==> config.mk <==
export PLATFORM = sky130hd
export DESIGN_NAME = pcpwm_top
export DESIGN_NICKNAME = d
export VERILOG_FILES = /design/src/rtl/pcpwm_pkg.sv /design/src/rtl/pcpwm_prescaler.sv /design/src/rtl/pcpwm_updown.sv /design/src/rtl/pcpwm_channel.sv /design/src/rtl/pcpwm_flags.sv /design/src/rtl/pcpwm_top.sv
export SDC_FILE = /design/constraint.sdc
export NUM_CORES = 1
export LEC_CHECK = 0
export BUFFER_PORTS_ARGS = -buffer_cell sky130_fd_sc_hd__buf_2
export CAP_MARGIN = 20
export CORE_UTILIZATION = 58
export CTS_BUF_LIST = sky130_fd_sc_hd__clkbuf_4
export CTS_CLUSTER_DIAMETER = 100
export DETAILED_ROUTE_END_ITERATION = 10
export PLACE_DENSITY = 0.73
export SETUP_SLACK_MARGIN = 0.5
export SYNTH_ARGS = -nofsm -noshare
export SYNTH_HDL_FRONTEND = slang
export SYNTH_SLANG_ARGS = --single-unit
==> constraint.sdc <==
create_clock -name clk -period 4.7 [get_ports clk]
set_input_delay 0.235 -clock clk [delete_from_list [all_inputs] [get_ports clk]]
set_output_delay 0.235 -clock clk [all_outputs]
set_load 0.005 [all_outputs]
==> src/rtl/pcpwm_pkg.sv <==
package pcpwm_pkg;

    typedef enum logic [1:0] {
        OUT_OFF    = 2'd0,
        OUT_PLAIN  = 2'd1,
        OUT_NONINV = 2'd2,
        OUT_INV    = 2'd3
    } out_mode_e;

    // control byte, MSB first
    typedef struct packed {
        logic      en_b;
        logic      en_a;
        logic      en_ovf;
        out_mode_e mode_b;
        out_mode_e mode_a;
        logic      top_sel;
    } ctrl_t;

    typedef struct packed {
        logic match_b;
        logic match_a;
        logic bottom;
    } flag_t;

    localparam logic [1:0] ADDR_CMP_A = 2'd0;
    localparam logic [1:0] ADDR_CMP_B = 2'd1;
    localparam logic [1:0] ADDR_CTRL  = 2'd2;

    function automatic int unsigned div_of(input logic [2:0] sel);
        case (sel)
            3'd1:    return 1;
            3'd2:    return 8;
            3'd3:    return 32;
            3'd4:    return 64;
            3'd5:    return 128;
            3'd6:    return 256;
            3'd7:    return 1024;
            default: return 1;
        endcase
    endfunction

    function automatic logic pin_level(input out_mode_e m, input logic lvl);
        case (m)
            OUT_OFF: return 1'b0;
            OUT_INV: return ~lvl;
            default: return lvl;
        endcase
    endfunction

endpackage

==> src/rtl/pcpwm_prescaler.sv <==
module pcpwm_prescaler #(
    parameter int PS_W = 10
) (
    input  logic       clk,
    input  logic       rst,
    input  logic [2:0] sel,
    output logic       tick
);
    import pcpwm_pkg::*;

    logic [PS_W-1:0] pcnt;
    logic [PS_W-1:0] limit;

    always_comb begin
        limit = PS_W'(div_of(sel) - 1);
        tick  = (sel != 3'd0) && (pcnt >= limit);
    end

    always_ff @(posedge clk) begin
        if (rst || sel == 3'd0 || tick) pcnt <= '0;
        else                            pcnt <= pcnt + PS_W'(1);
    end

    // dividers of 8 and more never tick on two clocks in a row
    a_r4_tick_gap: assert property (@(posedge clk) disable iff (rst)
        (tick && sel > 3'd1) |=> (!tick || sel != $past(sel)));

endmodule

==> src/rtl/pcpwm_updown.sv <==
module pcpwm_updown #(
    parameter int W = 8
) (
    input  logic         clk,
    input  logic         rst,
    input  logic         tick,
    input  logic [W-1:0] top,
    output logic [W-1:0] cnt,
    output logic         dir_up,
    output logic         at_top,
    output logic         at_bottom
);
    always_comb begin
        at_top    = dir_up && (cnt >= top);
        at_bottom = !dir_up && (cnt == '0);
    end

    always_ff @(posedge clk) begin
        if (rst) begin
            cnt    <= '0;
            dir_up <= 1'b1;
        end else if (tick) begin
            if (at_top) begin
                dir_up <= 1'b0;
                cnt    <= (cnt == '0) ? '0 : cnt - W'(1);
            end else if (at_bottom) begin
                dir_up <= 1'b1;
                cnt    <= (top == '0) ? '0 : W'(1);
            end else if (dir_up) begin
                cnt <= cnt + W'(1);
            end else begin
                cnt <= cnt - W'(1);
            end
        end
    end

    // a tick moves the count by exactly one
    a_r2_unit_step: assert property (@(posedge clk) disable iff (rst)
        (tick && top != '0) |=> (cnt == W'($past(cnt) + W'(1)) || cnt == W'($past(cnt) - W'(1))));
    // without a tick the count holds
    a_r4_hold: assert property (@(posedge clk) disable iff (rst)
        !tick |=> $stable(cnt) && $stable(dir_up));

endmodule

==> src/rtl/pcpwm_channel.sv <==
module pcpwm_channel #(
    parameter int W = 8
) (
    input  logic         clk,
    input  logic         rst,
    input  logic         tick,
    input  logic         load,
    input  logic         wr_buf,
    input  logic [W-1:0] wr_val,
    input  logic [W-1:0] cnt,
    input  logic         dir_up,
    input  logic         at_top,
    input  logic [W-1:0] top,
    output logic         lvl,
    output logic         hit,
    output logic [W-1:0] act_cmp
);
    logic [W-1:0] shadow;
    logic [W-1:0] cmp_eff;
    logic         lvl_next;

    always_comb begin
        cmp_eff  = load ? shadow : act_cmp;
        hit      = tick && (cnt == act_cmp);
        lvl_next = lvl;
        if (cmp_eff == '0)          lvl_next = 1'b0;
        else if (cmp_eff >= top)    lvl_next = 1'b1;
        else if (at_top)            lvl_next = 1'b0;
        else if (cnt == cmp_eff)    lvl_next = !dir_up;
    end

    always_ff @(posedge clk) begin
        if (rst) begin
            shadow  <= '0;
            act_cmp <= '0;
            lvl     <= 1'b0;
        end else begin
            if (wr_buf) shadow  <= wr_val;
            if (load)   act_cmp <= shadow;
            if (tick)   lvl     <= lvl_next;
        end
    end

    // the active threshold moves only on a load
    a_r9_shadow_hold: assert property (@(posedge clk) disable iff (rst)
        !load |=> $stable(act_cmp));
    // zero threshold keeps the level low
    a_r6_zero_low: assert property (@(posedge clk) disable iff (rst)
        (tick && cmp_eff == '0) |=> !lvl);
    // threshold at or above the ceiling keeps the level high
    a_r6_max_high: assert property (@(posedge clk) disable iff (rst)
        (tick && cmp_eff != '0 && cmp_eff >= top) |=> lvl);
    // ceiling forces the rising-match level
    a_r7_top_low: assert property (@(posedge clk) disable iff (rst)
        (tick && at_top && cmp_eff != '0 && cmp_eff < top) |=> !lvl);

endmodule

==> src/rtl/pcpwm_flags.sv <==
module pcpwm_flags #(
    parameter int N = 3
) (
    input  logic         clk,
    input  logic         rst,
    input  logic [N-1:0] set,
    input  logic [N-1:0] clr,
    input  logic [N-1:0] en,
    output logic [N-1:0] flags,
    output logic [N-1:0] irq
);
    always_ff @(posedge clk) begin
        if (rst) flags <= '0;
        else     flags <= (flags & ~clr) | set;
    end

    always_comb irq = flags & en;

    // every set shows up on the next cycle
    a_r10_set_seen: assert property (@(posedge clk) disable iff (rst)
        (set != '0) |=> ((flags & $past(set)) == $past(set)));
    // a clear without a competing set empties the bit
    a_r11_clear_wins_alone: assert property (@(posedge clk) disable iff (rst)
        ((clr & ~set) != '0) |=> ((flags & $past(clr & ~set)) == '0));

endmodule

==> src/rtl/pcpwm_top.sv <==
module pcpwm_top #(
    parameter int W    = 8,
    parameter int PS_W = 10
) (
    input  logic         clk,
    input  logic         rst,
    input  logic [2:0]   clk_sel,
    input  logic         wr_en,
    input  logic [1:0]   wr_addr,
    input  logic [W-1:0] wr_data,
    input  logic [2:0]   flag_clr,
    input  logic [2:0]   irq_ack,
    output logic         pwm_a,
    output logic         pwm_b,
    output logic [2:0]   flags,
    output logic [2:0]   irq
);
    import pcpwm_pkg::*;

    localparam int NCH = 2;

    ctrl_t        ctrl_q;
    logic         tick;
    logic [W-1:0] cnt;
    logic [W-1:0] top;
    logic         dir_up, at_top, at_bottom, load;
    logic [NCH-1:0] lvl, hit;
    logic [W-1:0] act_cmp [NCH];
    flag_t        set_v;
    logic [2:0]   en_v;

    always_ff @(posedge clk) begin
        if (rst)                                  ctrl_q <= '0;
        else if (wr_en && wr_addr == ADDR_CTRL)   ctrl_q <= ctrl_t'(wr_data);
    end

    pcpwm_prescaler #(.PS_W(PS_W)) u_ps (
        .clk(clk), .rst(rst), .sel(clk_sel), .tick(tick)
    );

    always_comb begin
        top  = ctrl_q.top_sel ? act_cmp[0] : '1;
        load = (clk_sel == 3'd0) || (tick && at_top);
    end

    pcpwm_updown #(.W(W)) u_cnt (
        .clk(clk), .rst(rst), .tick(tick), .top(top),
        .cnt(cnt), .dir_up(dir_up), .at_top(at_top), .at_bottom(at_bottom)
    );

    for (genvar g = 0; g < NCH; g++) begin : g_ch
        pcpwm_channel #(.W(W)) u_ch (
            .clk(clk), .rst(rst), .tick(tick), .load(load),
            .wr_buf(wr_en && wr_addr == 2'(g)), .wr_val(wr_data),
            .cnt(cnt), .dir_up(dir_up), .at_top(at_top), .top(top),
            .lvl(lvl[g]), .hit(hit[g]), .act_cmp(act_cmp[g])
        );
    end

    always_comb begin
        pwm_a         = pin_level(ctrl_q.mode_a, lvl[0]);
        pwm_b         = pin_level(ctrl_q.mode_b, lvl[1]);
        set_v.bottom  = tick && at_bottom;
        set_v.match_a = hit[0];
        set_v.match_b = hit[1];
        en_v          = {ctrl_q.en_b, ctrl_q.en_a, ctrl_q.en_ovf};
    end

    pcpwm_flags #(.N(3)) u_flags (
        .clk(clk), .rst(rst), .set(set_v), .clr(flag_clr | irq_ack),
        .en(en_v), .flags(flags), .irq(irq)
    );

    // a channel in mode 0 never drives its pin
    a_r8_off_quiet: assert property (@(posedge clk) disable iff (rst)
        (ctrl_q.mode_a == OUT_OFF) |-> !pwm_a);
    // a disabled request stays low
    a_r12_masked: assert property (@(posedge clk) disable iff (rst)
        !ctrl_q.en_a |-> !irq[1]);

endmodule

==> metrics.txt <==
Clock transition at path regs 0.12 ns; gpl congestion 0.917; share of layout cells above drive strength 1 0.181; hold path depth 3; RR Endpoint g_ch[1].u_ch.lvl; max_cap viols 0; max layer used met4; # port buffers 29; WP buf/inv 1; initial core utilization 0.611; initial antenna violation count 0; Mapped Avg Cell Area 8.40 µm²; area leader, netlist dfxtp_1; final worst setup slack 0.673 ns; Rel. slew slack 0.496; Cell Area, Placed 0.00450 mm²; CP startpoint kind flip-flop; Syn. warnings 0; 1st-iter DRT viols 298; via count 3964; Tmin final 4.03 ns; fin area 0.00480 mm²; setup_tns 0 ns; Post-synth top flop dfxtp_1; sequential fraction of the synthesis area 0.302; Total GRT Usage 0.309; Longest Clk Path Bufs 2; library cells used by synthesis 61; routed length on met2 5360 µm; H-tree depth 3; Worst Hold Class primary input to flip-flop; Critical Path RT 5.03 ns; Hold Path Sink g_ch[0].u_ch.shadow[6]; Fillers 565; Setup CP Type flip-flop to flip-flop; Core Area 0.00694 mm²; vias in the first global route 3560; Die W 87.5 µm; diode count 0; status finished, final reports clean; Die Span Y 87.5 µm; final-report hold violation count 0; CP peak stage delay 0.39 ns; Mapped Nets 566; family with the most delay on the worst path compound AO/OA/AOI/OAI gates; Cell Chain, Critical Path nor2b_4, ha_1, nor2b_1, o211ai_1, a31oi_1, o21a_1, a21boi_2, buf_6, mux2i_4, ha_1, nand2b_1, a21o_1, a21oi_1, nor2b_1, o211ai_1, a21oi_2, o31ai_2, o41ai_2, mux2_1; Setup WS pre-CTS 0.423 ns; gr ovfl total 0; Clk Latency, worst-skew pair 0.44 ns; cell area power density 222 mW/mm²; final period utilization 0.857; Hold Crit Start wr_data[6]; number of flops mapped to enable cells by yosys 0; Max Fclk 0.248 GHz; Clock Skew 0.0158 ns; element type at the critical path end flip-flop; Routed Antenna Nets 0; area grow syn2layout 13.1%; Worst Max-Slew Pin Slew 0.751 ns; top cell type's share of synthesized area 0.302; DP HPWL 8350 µm; Lkg Pwr 2.29 nW; CTS sink count 64; TritonCTS buffer count 9; number of vias per cell 6.16; global-route wire length before repair 18000 µm; Final Max Tran Viols 0; unrepaired setup endpoints after global routing false; reg2reg start ctrl_q[0]; Final Setup Violations 0; Rows 30; DRC viols 0; DR WL met3 698 µm; r2r setup slk 0.67 ns; TritonRoute pass-1 iters 5; worst-path fanout max 7; Top Ports 30; sequential cell area 0.00129 mm²; placed instance count 617; Synth Cell Area 0.00424 mm²; R2R depth 19; Max VDD drop 143 µV; Total Power 1.07 mW; Met1 Wirelength 5060 µm; hold slack 0.0650 ns; Syn Inst Count 505; Final Util 0.691; Slowest-stage cell, CP dfxtp_4; largest net degree at the start of global routing 31; area of the multi-input gates 0.00283 mm²; Synth async-reset ratio 0; TritonCTS clock tree done; DIE AREA 0.00766 mm²; Detailed Route WL 11400 µm; synthesis-stage register bit count 64; Cell Count, Final, Fillers Out 644; Worst EP arrival 4.36 ns; root buffer cell clkbuf_4; ranking of synthesized cells by area dfxtp_1 (30%), ha_1 (11%), mux2i_1 (6.6%); post-layout net count 604; routed len/inst 17.6 µm
-- cell families after synthesis --
| kind of cell | Yosys count | synth area share |
|---|---|---|
| and+or+nand+nor | 188 | 0.216 |
| adders and majority gates | 39 | 0.115 |
| AOI/OAI and AO/OA | 107 | 0.181 |
| xor gates and xnor gates | 23 | 0.0475 |
| muxes | 39 | 0.0952 |
| DFF | 64 | 0.302 |
| buffers and inverters | 45 | 0.0433 |
-- timing repair --
action,4_1_cts,5_1_grt
pin swaps,0,4
hold buffers,0,0
endpoints found under the setup margin,2,2
setup buffers,0,11
hold endpoints to repair,0,0
cloned,0,0
gates resized for setup,3,19
-- registers in the layout, summed over array words and instances (netlist names) --
name and flops:
u_ps.pcnt 10, u_flags.flags 3, u_cnt.cnt 8, g_ch.u_ch.shadow 16, g_ch.u_ch.act_cmp 16, g_ch.u_ch.lvl 2, ctrl_q 8, u_cnt.dir_up 1
-- per-layer routing --
metal / vias to the layer above / GRT usage
li1: 1894 / -
met1: 1892 / 0.410
met2: 158 / 0.495
met3: 20 / 0.0566
met4: 0 / 0.131
met5: - / 0
-- cells in the mapped netlist (6+ instances only) --
cell type / n
mux2i_1: 28
mux2_2: 10
nor2b_1: 27
nor4_1: 10
o211ai_1: 6
o21ai_0: 11
nor2_1: 68
inv_1: 17
a21o_1: 7
dfxtp_1: 64
ha_1: 39
xnor2_1: 9
a21oi_1: 25
nand2_1: 34
xor2_1: 14
clkbuf_1: 21
nand3_1: 13
-- worst register-to-register path, stage by stage, from the launching register on --
cell,delay [ns]
dfxtp_4,0.39
nor2b_4,0.18
ha_1,0.25
nor2b_1,0.14
o211ai_1,0.19
a31oi_1,0.13
o21a_1,0.24
a21boi_2,0.20
buf_6,0.18
mux2i_4,0.25
ha_1,0.25
nand2b_1,0.14
a21o_1,0.17
a21oi_1,0.14
nor2b_1,0.06
o211ai_1,0.19
a21oi_2,0.10
o31ai_2,0.27
o41ai_2,0.11
mux2_1,0.34
-- report_power, final --
part	total [mW]	internal, mW	switching, mW
clock	0.392	0.169	0.223
sequential	0.564	0.552	0.0116
combinational	0.110	0.0509	0.0591
total	1.07	0.772	0.294
-- cells in the final DEF, fill, tap and decap left out, types with 4 or more instances in the layout --
| cell | count |
|---|---|
| and2_1 | 5 |
| nor3_1 | 4 |
| inv_1 | 17 |
| or3_1 | 5 |
| a31oi_1 | 4 |
| o22ai_1 | 5 |
| nor4_1 | 10 |
| xor2_1 | 14 |
| o21ai_0 | 10 |
| buf_4 | 21 |
| nor2b_1 | 22 |
| nand3_1 | 13 |
| dfxtp_1 | 60 |
| a21oi_1 | 24 |
| mux2i_1 | 27 |
| buf_2 | 29 |
| o221ai_1 | 5 |
| nor2_1 | 68 |
| and3_1 | 4 |
| a21o_1 | 7 |
| nand3b_1 | 5 |
| nand4_1 | 4 |
| mux2_2 | 10 |
| o211ai_1 | 6 |
| xnor2_1 | 9 |
| ha_1 | 39 |
| nand2_1 | 34 |
| clkbuf_4 | 10 |
-- worst max-delay path by stage --
stage,endpoint,slack [ns],startpoint,cells after the start
2_1_floorplan,g_ch[0].u_ch.lvl,0.57,u_cnt.cnt[0],24
3_3_place_gp,g_ch[1].u_ch.lvl,0.58,clk_sel[1],20
3_5_place_dp,g_ch[0].u_ch.lvl,0.42,ctrl_q[0],20
4_1_cts,g_ch[0].u_ch.lvl,0.55,ctrl_q[0],20
5_1_grt,g_ch[0].u_ch.lvl,0.51,g_ch[0].u_ch.act_cmp[0],20
6_report,g_ch[1].u_ch.lvl,0.67,ctrl_q[0],19
-- layout make-up --
cell class | instances | area share
well taps | 96 | 0.0250
clock buffers | 10 | 0.0156
clock inverters | 6 | 0.0146
flip-flops and latches | 64 | 0.268
multi-input cells | 396 | 0.589
inverters | 18 | 0.0141
repair buffers | 54 | 0.0730
Note: power is estimated with default switching activity, not from simulation.
